**config.mk**
```make
export PLATFORM = sky130hd
export DESIGN_NAME = nor_pe_ctrl
export DESIGN_NICKNAME = d
export VERILOG_FILES = /design/src/rtl/nor_pe_pkg.sv /design/src/rtl/nor_sector_map.sv /design/src/rtl/nor_key_lock.sv /design/src/rtl/nor_cell_array.sv /design/src/rtl/nor_pe_ctrl.sv
export SDC_FILE = /design/constraint.sdc
export NUM_CORES = 1
export LEC_CHECK = 0
export CELL_PAD_IN_SITES_DETAIL_PLACEMENT = 1
export CELL_PAD_IN_SITES_GLOBAL_PLACEMENT = 1
export CORE_MARGIN = 1
export CORE_UTILIZATION = 40
export CTS_CLUSTER_DIAMETER = 40
export DETAILED_ROUTE_END_ITERATION = 8
export PLACE_DENSITY_LB_ADDON = 0.1
export SLEW_MARGIN = 20
export SYNTH_ARGS = -nofsm -noshare
export SYNTH_HDL_FRONTEND = slang
export SYNTH_SLANG_ARGS = --single-unit
```
**constraint.sdc**
```tcl
create_clock -name clk -period 10.2 [get_ports clk]
set_clock_uncertainty 0.2 [all_clocks]
set_input_delay 1.53 -clock clk [delete_from_list [all_inputs] [get_ports clk]]
set_output_delay 1.53 -clock clk [all_outputs]
set_load 0.005 [all_outputs]
```
**src/rtl/nor_pe_pkg.sv**
```systemverilog
// Package: shared types and sector geometry for the flash controller.
// Assumes sector 0 holds BASE bytes and sector i>0 holds BASE<<(i-1) bytes.
package nor_pe_pkg;

    typedef enum logic [1:0] {ST_IDLE, ST_PROG, ST_ERASE} nor_state_e;

    typedef enum logic [1:0] {LK_SHUT, LK_HALF, LK_OPEN, LK_JAM} nor_lock_e;

    // First address of sector idx
    function automatic int unsigned sect_first(int unsigned base, int unsigned idx);
        return (idx == 0) ? 0 : (base << (idx - 1));
    endfunction

    // Last address of sector idx
    function automatic int unsigned sect_last(int unsigned base, int unsigned idx);
        return (base << idx) - 1;
    endfunction

endpackage

```
**src/rtl/nor_sector_map.sv**
```systemverilog
// Sector lookup: maps an address to its sector id and bounds.
// Assumes the geometry of nor_pe_pkg; purely combinational.
module nor_sector_map
    import nor_pe_pkg::*;
#(
    parameter int BASE     = 8,
    parameter int NUM_SECT = 4,
    parameter int ADDR_W   = 6,
    parameter int SECT_W   = 2
) (
    input  logic [ADDR_W-1:0] addr,
    output logic [SECT_W-1:0] sect,
    output logic [ADDR_W-1:0] lo,
    output logic [ADDR_W-1:0] hi
);

    logic [NUM_SECT-1:0] above;

    // One comparator per sector: is addr past this sector's last byte
    for (genvar i = 0; i < NUM_SECT; i++) begin : g_cmp
        assign above[i] = (32'(addr) > sect_last(BASE, i));
    end

    // Sector id is the number of sectors lying wholly below addr
    always_comb begin
        sect = SECT_W'($countones(above));
        lo   = ADDR_W'(sect_first(BASE, 32'(sect)));
        hi   = ADDR_W'(sect_last(BASE, 32'(sect)));
    end

endmodule

```
**src/rtl/nor_key_lock.sv**
```systemverilog
// Two-key lock guarding program and erase.
// Assumes consume pulses for one cycle per started request; consume beats key_we.
module nor_key_lock
    import nor_pe_pkg::*;
#(
    parameter logic [7:0] KEY_A = 8'hA5,
    parameter logic [7:0] KEY_B = 8'h5A
) (
    input  logic       clk,
    input  logic       rst_n,
    input  logic       key_we,
    input  logic [7:0] key_val,
    input  logic       consume,
    output logic       open
);

    nor_lock_e st;

    // Lock state walk: shut -> half -> open, any wrong key -> jam
    always_ff @(posedge clk) begin
        if (!rst_n) begin
            st <= LK_SHUT;
        end else if (consume) begin
            st <= (st == LK_JAM) ? LK_JAM : LK_SHUT;
        end else if (key_we) begin
            case (st)
                LK_SHUT: st <= (key_val == KEY_A) ? LK_HALF : LK_JAM;
                LK_HALF: st <= (key_val == KEY_B) ? LK_OPEN : LK_JAM;
                default: st <= st;
            endcase
        end
    end

    assign open = (st == LK_OPEN);

    AST_JAM_HOLDS: assert property (@(posedge clk) disable iff (!rst_n)
        (st == LK_JAM) |=> (st == LK_JAM));
    AST_OPEN_VIA_HALF: assert property (@(posedge clk) disable iff (!rst_n)
        $rose(open) |-> ($past(st) == LK_HALF));

endmodule

```
**src/rtl/nor_cell_array.sv**
```systemverilog
// Byte storage: one write port, two asynchronous read ports.
// Assumes reset fills the array with the erased value 0xFF.
module nor_cell_array #(
    parameter int DEPTH  = 64,
    parameter int ADDR_W = 6
) (
    input  logic              clk,
    input  logic              rst_n,
    input  logic              we,
    input  logic [ADDR_W-1:0] waddr,
    input  logic [7:0]        wdat,
    input  logic [ADDR_W-1:0] raddr_a,
    output logic [7:0]        rdat_a,
    input  logic [ADDR_W-1:0] raddr_b,
    output logic [7:0]        rdat_b
);

    logic [7:0] mem [DEPTH];

    // Storage update: erased on reset, single write otherwise
    always_ff @(posedge clk) begin
        if (!rst_n) begin
            for (int i = 0; i < DEPTH; i++) mem[i] <= 8'hFF;
        end else if (we) begin
            mem[waddr] <= wdat;
        end
    end

    assign rdat_a = mem[raddr_a];
    assign rdat_b = mem[raddr_b];

endmodule

```
**src/rtl/nor_pe_ctrl.sv**
```systemverilog
// Top: NOR-style program/erase sequencer with bit-clear check and key lock.
// Assumes requests are single-cycle pulses; requests during busy are dropped.
module nor_pe_ctrl
    import nor_pe_pkg::*;
#(
    parameter int         BASE     = 8,
    parameter int         NUM_SECT = 4,
    parameter logic [7:0] KEY_A    = 8'hA5,
    parameter logic [7:0] KEY_B    = 8'h5A,
    localparam int        DEPTH    = BASE << (NUM_SECT - 1),
    localparam int        ADDR_W   = $clog2(DEPTH),
    localparam int        SECT_W   = (NUM_SECT > 1) ? $clog2(NUM_SECT) : 1
) (
    input  logic              clk,
    input  logic              rst_n,
    input  logic              key_we,
    input  logic [7:0]        key_val,
    input  logic              prog_req,
    input  logic              erase_req,
    input  logic [ADDR_W-1:0] addr,
    input  logic [7:0]        wdata,
    input  logic [SECT_W-1:0] sect_id,
    input  logic [ADDR_W-1:0] rd_addr,
    output logic [7:0]        rd_data,
    output logic [SECT_W-1:0] addr_sect,
    output logic [ADDR_W-1:0] addr_lo,
    output logic [ADDR_W-1:0] addr_hi,
    output logic              busy,
    output logic              done,
    output logic              error,
    output logic              unlocked
);

    nor_state_e        state;
    logic [ADDR_W-1:0] ptr, er_lo_q, er_hi_q, pa_q;
    logic [7:0]        pd_q, cur, mem_wd;
    logic              pend_q, done_q, err_q;
    logic              start, accept, sect_ok, fail, mem_we;
    logic [ADDR_W-1:0] mem_wa, tgt_lo, tgt_hi;

    nor_sector_map #(.BASE(BASE), .NUM_SECT(NUM_SECT), .ADDR_W(ADDR_W), .SECT_W(SECT_W))
        i_map (.addr(addr), .sect(addr_sect), .lo(addr_lo), .hi(addr_hi));

    nor_key_lock #(.KEY_A(KEY_A), .KEY_B(KEY_B))
        i_lock (.clk(clk), .rst_n(rst_n), .key_we(key_we), .key_val(key_val),
                .consume(start), .open(unlocked));

    nor_cell_array #(.DEPTH(DEPTH), .ADDR_W(ADDR_W))
        i_cells (.clk(clk), .rst_n(rst_n), .we(mem_we), .waddr(mem_wa), .wdat(mem_wd),
                 .raddr_a(pa_q), .rdat_a(cur), .raddr_b(rd_addr), .rdat_b(rd_data));

    // Request qualification and erase target bounds
    always_comb begin
        busy    = (state != ST_IDLE);
        start   = !busy && (prog_req || erase_req);
        sect_ok = (32'(sect_id) < NUM_SECT);
        accept  = start && unlocked && (!erase_req || sect_ok);
        tgt_lo  = ADDR_W'(sect_first(BASE, 32'(sect_id)));
        tgt_hi  = ADDR_W'(sect_last(BASE, 32'(sect_id)));
    end

    // Array write port: erase fill or bit-clear-checked program
    always_comb begin
        fail   = |(~cur & pd_q);
        mem_we = (state == ST_ERASE) || ((state == ST_PROG) && !fail);
        mem_wa = (state == ST_ERASE) ? ptr : pa_q;
        mem_wd = (state == ST_ERASE) ? 8'hFF : (cur & pd_q);
    end

    // Sequencer: idle -> erase walk (-> program) or program -> idle
    always_ff @(posedge clk) begin
        if (!rst_n) begin
            state   <= ST_IDLE;
            ptr     <= '0;
            er_lo_q <= '0;
            er_hi_q <= '0;
            pa_q    <= '0;
            pd_q    <= '0;
            pend_q  <= 1'b0;
            done_q  <= 1'b0;
            err_q   <= 1'b0;
        end else begin
            done_q <= 1'b0;
            err_q  <= 1'b0;
            case (state)
                ST_IDLE: begin
                    if (accept) begin
                        pa_q <= addr;
                        pd_q <= wdata;
                        if (erase_req) begin
                            state   <= ST_ERASE;
                            ptr     <= tgt_lo;
                            er_lo_q <= tgt_lo;
                            er_hi_q <= tgt_hi;
                            pend_q  <= prog_req;
                        end else begin
                            state <= ST_PROG;
                        end
                    end else if (start) begin
                        done_q <= 1'b1;
                        err_q  <= 1'b1;
                    end
                end
                ST_ERASE: begin
                    ptr <= ptr + 1'b1;
                    if (ptr == er_hi_q) begin
                        pend_q <= 1'b0;
                        if (pend_q) begin
                            state <= ST_PROG;
                        end else begin
                            state  <= ST_IDLE;
                            done_q <= 1'b1;
                        end
                    end
                end
                ST_PROG: begin
                    state  <= ST_IDLE;
                    done_q <= 1'b1;
                    err_q  <= fail;
                end
                default: state <= ST_IDLE;
            endcase
        end
    end

    assign done  = done_q;
    assign error = err_q;

    AST_RELOCK_AFTER_START: assert property (@(posedge clk) disable iff (!rst_n)
        start |=> !unlocked);
    AST_ERASE_IN_SECTOR: assert property (@(posedge clk) disable iff (!rst_n)
        (state == ST_ERASE) |-> (ptr >= er_lo_q && ptr <= er_hi_q));
    AST_PROG_NEVER_SETS: assert property (@(posedge clk) disable iff (!rst_n)
        (state == ST_PROG) |=> ((cur & ~$past(cur)) == 8'h00));
    AST_DONE_WHEN_IDLE: assert property (@(posedge clk) disable iff (!rst_n)
        done |-> !busy);
    AST_LOOKUP_SPAN: assert property (@(posedge clk) disable iff (!rst_n)
        (addr >= addr_lo) && (addr <= addr_hi));

endmodule

```
==> results of run 1 <==
## worst max-delay path by stage
stage | cells after the start | endpoint | from | slack [ns]
4_1_cts | 6 | rd_data[0] | rd_addr[1] | 3.37
6_report | 6 | rd_data[0] | rd_addr[1] | 3.35
3_3_place_gp | 6 | rd_data[0] | rd_addr[1] | 3.44
3_5_place_dp | 6 | rd_data[0] | rd_addr[1] | 3.36
2_1_floorplan | 5 | rd_data[0] | rd_addr[0] | 4.41
5_1_grt | 6 | rd_data[6] | rd_addr[1] | 3.31
## placed cells by master, fill, tap and decap left out, types with 15 or more instances in the layout
| cell | instances |
|---|---|
| buf_4 | 70 |
| edfxtp_1 | 512 |
| a21oi_1 | 29 |
| mux4_2 | 262 |
| clkbuf_16 | 99 |
| o221ai_1 | 17 |
| nor2b_1 | 20 |
| o211ai_1 | 16 |
| dfxtp_1 | 34 |
| clkdlybuf4s50_1 | 49 |
| mux2i_1 | 85 |
| nand2_1 | 632 |
| a22oi_1 | 38 |
| bufinv_16 | 16 |
| mux2_2 | 15 |
| nor2_1 | 80 |
| nand3_1 | 31 |
| a21boi_0 | 18 |
| o21ai_0 | 37 |
## Yosys cell counts, types with 29 or more instances
library cell,number
a21oi_1,29
a22oi_1,38
buf_4,29
buf_6,47
clkbuf_1,69
dfxtp_1,37
edfxtp_1,512
mux2i_1,85
mux4_2,262
nand2_1,632
nand3_1,31
nor2_1,82
o21ai_0,48
## flip-flops by register name (all words and copies together) (netlist names), 2 cells and up, named ones only
name / flops
ptr: 6
i_cells.mem: 512
state: 2
pd_q: 8
er_hi_q: 4
pa_q: 6
i_lock.st: 2
## report_power, final
group / switching (mW) / internal (mW) / total [mW]
registers: 0.00404 / 2.46 / 2.46
clock network: 1.19 / 2.19 / 3.38
logic: 0.147 / 0.0715 / 0.219
## worst register-to-register path, cell delays in order (launching register included)
cell,delay [ns]
dfxtp_4,0.62
buf_4,0.92
inv_2,0.67
mux2_2,0.40
o22ai_1,0.14
a2111oi_0,0.85
a211oi_2,0.18
nor3_4,0.24
buf_4,0.33
and4bb_2,0.90
buf_4,0.55
nand2_1,0.12
## layout make-up
| type | count | area, um2 |
|---|---|---|
| diodes | 1 | 2.50 |
| clock buffers | 109 | 2510 |
| clock inverters | 70 | 872 |
| fillers | 7316 | 39000 |
| inverters | 13 | 48.8 |
| multi-input cells | 1440 | 12300 |
| flip-flops and latches | 549 | 16100 |
| well taps | 959 | 1200 |
| repair buffers | 127 | 1110 |
## cell families after synthesis
| group | count (synthesis) |
|---|---|
| mux | 362 |
| xor+xnor | 3 |
| other cells | 2 |
| compound gates | 218 |
| flops | 549 |
| simple gates | 849 |
| buf+inv | 206 |
| fa+ha+maj | 2 |
## metal layers
| layer | share of wire, % | vias up | global-route usage (%) |
|---|---|---|---|
| li1 | - | 8469 | - |
| met1 | 41 | 10900 | 41.2 |
| met2 | 47 | 1047 | 47.7 |
| met3 | 8.2 | 178 | 5.55 |
| met4 | 2.8 | 4 | 9.37 |
| met5 | 0.024 | - | 0 |
## per-stage QoR
step	instance area [um2]	cells	hold slack (ns)
floorplan	29600	2195	0.252
global placement	30600	3084	0.273
detailed placement	30700	3087	0.292
CTS	34100	3266	0.298
global route	34100	3267	0.343
finish	34100	3268	0.294
==> flow_metrics.env, run 1 <==
export IMPL_viasPerCell=6.32
export IMPL_drc=12
export IMPL_crit_type="input port to primary output"
export IMPL_initial_utilization_pct=40.5
export IMPL_ff2ff_path_depth=11
export IMPL_ant_nets=0
export IMPL_ys_top_cells_by_area="edfxtp_1 52%, mux4_2 20%, nand2_1 8.0%"
export IMPL_final_hold_viol_count=0
export IMPL_crit_path_max_incr_delay_ns=0.92
export IMPL_ys_seq_area_share_pct=54.5
export IMPL_die_area_mm2=0.0751
export IMPL_synth_area_per_cell_um2=13.5
export IMPL_synth_top_family_by_area="multiplexers"
export IMPL_ir_drop_v=0.000148
export IMPL_synthAdderAreaFrac_pct=0.110
export IMPL_p_per_area_mw_per_mm2=178
export IMPL_violations="design-rule violations"
export IMPL_r2r_end="i_cells.mem[19][6]$_SDFFCE_PN1P_"
export IMPL_grt_pass1_vias=21100
export IMPL_setup_viol=0
export IMPL_boundaryPins=61
export IMPL_postCtsHoldBufs=0
export IMPL_grt_ovfl_total=0
export IMPL_crit_buf_inv=3
export IMPL_wl_per_cell_um=33.6
export IMPL_clkLatencyLatePin_ns=0.66
export IMPL_synth_area_mux_share_pct=23.4
export IMPL_fin_util_pct=46.7
export IMPL_coreArea_mm2=0.0731
export IMPL_rsz0062_at_grt="no"
export IMPL_drt_initial_drc_count=2271
export IMPL_nets=2264
export IMPL_status="complete, but fails checks"
export IMPL_timing_critical_path_mode_cell="mux4_2"
export IMPL_cp_max_fo=71
export IMPL_chipWidth_um=274
export IMPL_die_height_um=274
export IMPL_place_ws_ns=3.36
export IMPL_synth_seq_cells=549
export IMPL_path_clk_slew_ns=0.05
export IMPL_cts_root_buffer="clkbuf_16"
export IMPL_cp_arrival_ns=5.12
export IMPL_synth_compound_area_share_pct=5.33
export IMPL_maxSlewViolCount=0
export IMPL_synthArstFlopShare_pct=0
export IMPL_crit_slowest_cell="buf_4"
export IMPL_num_vias=20600
export IMPL_first_pass_iters=8
export IMPL_crit_required_ns=8.47
export IMPL_layout_drive_gt1_share_pct=24.1
export IMPL_wl_um=110000
export IMPL_synthCells=2191
export IMPL_tightestPinTransition_ns=1.19
export IMPL_port_buffers=54
export IMPL_grt_first_pass_wirelength_um=158000
export IMPL_yosysTopAreaCell="edfxtp_1"
export IMPL_synth_edf_count=512
export IMPL_syn_to_final_growth_pct=15.3
export IMPL_hold_class="register to register"
export IMPL_hp_start="er_hi_q[4]$_SDFFE_PN0P_"
export IMPL_setup_tns_ns=0
export IMPL_ctsResizeCount=0
export IMPL_setup_slack_ns=3.35
export IMPL_synthSimpleGateAreaFrac_pct=12.1
export IMPL_ys_warnings_count=0
export IMPL_synth_top_area_share_pct=52.0
export IMPL_clock_sinks=549
export IMPL_place_congestion=0.872
export IMPL_max_cap_viol_count=0
export IMPL_cts_buffer_depth=3
export IMPL_ys_flop_type="edfxtp_1"
export IMPL_synth_xor_area_share_pct=0.0888
export IMPL_grt_start_max_net_pins=89
export IMPL_p_leak_nw=8.32
export IMPL_h_tree_depth=3
export IMPL_endpoint_kind="primary output"
export IMPL_dp_hpwl_um=75600
export IMPL_max_slew_margin_pct=20.5
export IMPL_cp_top_family="buffers and inverters"
export IMPL_startpoint_type="input port"
export IMPL_hold_depth=2
export IMPL_max_freq_mhz=146
export IMPL_synthesis_area_mm2=0.0296
export IMPL_hold_end="er_hi_q[4]$_SDFFE_PN0P_"
export IMPL_reg2reg_slack_ns=3.80
export IMPL_cts_made_buffers=96
export IMPL_synth_distinct_cells=73
export IMPL_rows=99
export IMPL_path_cells="buf_6 -> buf_4 -> mux4_2 -> mux4_2 -> mux4_2 -> clkdlybuf4s50_1"
export IMPL_cts_setup_buffers=0
export IMPL_antenna_found_initial=2
export IMPL_period_share_pct=67.2
export IMPL_tritoncts="yes"
export IMPL_grt_use_total_pct=29.8
export IMPL_power_mw=6.06
export IMPL_min_period_ns=6.85
Power figures use the tool's default switching activity.
==> run 2: changes to the inputs <==
==> constraint.sdc (replaced) <==
create_clock -name clk -period 6.45 [get_ports clk]
set_clock_uncertainty 0.2 [all_clocks]
set_input_delay 0.9675 -clock clk [delete_from_list [all_inputs] [get_ports clk]]
set_output_delay 0.9675 -clock clk [all_outputs]
set_load 0.005 [all_outputs]
==> run 2 against run 1 <==
The run still ends with design-rule violations left; core utilization rose by 0.27 points; hold slack got worse by 0.020 ns; sequential share of layout area fell by 0.28 points; critical path type unchanged; largest power group unchanged.
==> flow_metrics.env, run 2 (same netlist as run 1, synthesis figures left out) <==
export IMPL_postCtsHoldBufs=0
export IMPL_grt_start_max_net_pins=129
export IMPL_endpoint_kind="primary output"
export IMPL_min_period_ns=5.18
export IMPL_initial_utilization_pct=40.5
export IMPL_port_buffers=54
export IMPL_hold_class="register to register"
export IMPL_top_regs="i_cells.mem x512, pd_q x8"
export IMPL_setup_tns_ns=0
export IMPL_maxSlewViolCount=0
export IMPL_tightestPinTransition_ns=1.12
export IMPL_multi_input_area_mm2=0.0122
export IMPL_wl_um=110000
export IMPL_final_hold_viol_count=0
export IMPL_n_fill_cell=7299
export IMPL_place_area_mm2=0.0310
export IMPL_layout_drive_gt1_share_pct=24.7
export IMPL_netSwitchingPower_mw=2.14
export IMPL_cts_setup_buffers=0
export IMPL_p_comb_share_pct=3.7
export IMPL_cts_made_buffers=96
export IMPL_netSwitchingFraction_pct=22.7
export IMPL_max_slew_margin_pct=25.1
export IMPL_grt_use_total_pct=29.7
export IMPL_path_clk_slew_ns=0.05
export IMPL_rows=99
export IMPL_stdcell_area_mm2=0.0343
export IMPL_p_int_mw=7.27
export IMPL_cp_arrival_ns=4.01
export IMPL_grt_ovfl_total=0
export IMPL_status="complete, but fails checks"
export IMPL_ant_nets=0
export IMPL_timing_hold_ws_ns=0.274
export IMPL_regMostFlops="i_cells.mem"
export IMPL_routed_top_layer="met5"
export IMPL_seq_area_mm2=0.0161
export IMPL_tritoncts="yes"
export IMPL_startpoint_type="input port"
export IMPL_place_congestion=0.900
export IMPL_die_area_mm2=0.0751
export IMPL_coreArea_mm2=0.0731
export IMPL_die_height_um=274
export IMPL_layout_cells_most_common="nand2_1"
export IMPL_rsz0062_at_grt="no"
export IMPL_h_tree_depth=3
export IMPL_first_pass_iters=7
export IMPL_period_share_pct=80.3
export IMPL_dp_hpwl_um=77500
export IMPL_boundaryPins=61
export IMPL_mostFrequentLayoutCells="632 x nand2_1, 512 x edfxtp_1, 262 x mux4_2"
export IMPL_max_freq_mhz=193
export IMPL_p_leak_nw=8.50
export IMPL_cts_root_buffer="clkbuf_16"
export IMPL_chipWidth_um=274
export IMPL_violations="design-rule violations"
export IMPL_drt_initial_drc_count=2441
export IMPL_setup_slack_ns=1.27
export IMPL_p_per_area_mw_per_mm2=274
export IMPL_p_clk_share_pct=55.0
export IMPL_largest_register_ffs=512
export IMPL_nets=2299
export IMPL_ctsResizeCount=0
export IMPL_reg2reg_slack_ns=1.39
export IMPL_wl_met2_um=52200
export IMPL_drc=6
export IMPL_max_cap_viol_count=0
export IMPL_crit_type="input port to primary output"
export IMPL_p_seq_share_pct=41.3
export IMPL_cts_buffer_depth=3
export IMPL_r2r_end="i_cells.mem[43][1]$_SDFFCE_PN1P_"
export IMPL_ir_drop_v=0.000208
export IMPL_drt_met1_wl_um=46300
export IMPL_syn_to_final_growth_pct=16.0
export IMPL_grt_pass1_vias=21100
export IMPL_cp_max_fo=40
export IMPL_place_ws_ns=1.29
export IMPL_setup_viol=0
export IMPL_num_vias=20800
export IMPL_wl_met3_um=8750
export IMPL_antenna_found_initial=1
export IMPL_grt_first_pass_wirelength_um=157000
export IMPL_hp_start="er_hi_q[4]$_SDFFE_PN0P_"
export IMPL_hold_depth=2
export IMPL_antenna_cells=0
export IMPL_clkLatencyLatePin_ns=0.66
export IMPL_viasPerCell=6.29
export IMPL_ff2ff_path_depth=10
export IMPL_power_mw=9.41
export IMPL_clock_sinks=549
export IMPL_crit_required_ns=5.28
export IMPL_hold_end="er_hi_q[4]$_SDFFE_PN0P_"
export IMPL_wl_per_cell_um=33.3
==> run 2: cell types whose count changed in the layout (fill, tap and decap cells not counted), sizes merged <==
cell / before / now
clkinv: 31 / 30
clkbuf: 111 / 109
inv: 23 / 35
buf: 76 / 112
clkinvlp: 13 / 10
bufinv: 16 / 10
diode: 1 / 0
==> run 2: cell type report <==
| cell class | instances | area share [%] |
|---|---|---|
| Sequential cell | 549 | 47.0 |
| Multi-Input combinational cell | 1440 | 35.5 |
| Clock buffer | 108 | 7.38 |
| Timing Repair Buffer | 162 | 4.32 |
| Tap cell | 959 | 3.50 |
| Clock inverter | 72 | 2.20 |
| Inverter | 13 | 0.142 |
==> run 2: per-stage QoR <==
stage / utilization [%] / std cells
floorplan: - / 2195
global placement: 42.5 / 3123
detailed placement: 42.5 / 3123
CTS: 47.0 / 3303
global route: 47.0 / 3303
finish: 47.0 / 3303
==> run 2: critical path: stages <==
cell and delay (ns):
clkbuf_8 0.36, buf_12 0.35, mux4_2 0.57, mux4_2 0.60, mux4_2 0.58, clkdlybuf4s50_1 0.48
==> run 2: power by group through the flow <==
stage	combinational, mW	clock (mW)	sequential [mW]
final	0.346	5.17	3.89
after global routing	0.364	5.37	3.89
after CTS	0.348	5.23	3.89
after detailed placement	0.347	0	3.96
after global placement	0.340	0	3.96
after floorplan	0.202	0	3.96
==> run 2: worst max path at each step <==
| stage | start | endpoint | slack [ns] | cells past startpoint |
|---|---|---|---|---|
| 6_report | rd_addr[0] | rd_data[3] | 1.27 | 6 |
| 5_1_grt | register | i_cells.mem[40][1]$_SDFFCE_PN1P_ | 1.15 | 10 |
| 4_1_cts | rd_addr[0] | rd_data[3] | 1.29 | 6 |
| 3_5_place_dp | rd_addr[0] | rd_data[6] | 1.29 | 6 |
| 3_3_place_gp | rd_addr[0] | rd_data[3] | 1.32 | 6 |
| 2_1_floorplan | rd_addr[0] | rd_data[0] | 1.79 | 5 |
==> run 2: layer usage <==
layer	GRT usage, %	vias to the layer above
met4	8.79	2
li1	-	8542
met3	4.78	176
met2	47.5	1037
met5	0	-
met1	41.7	11000
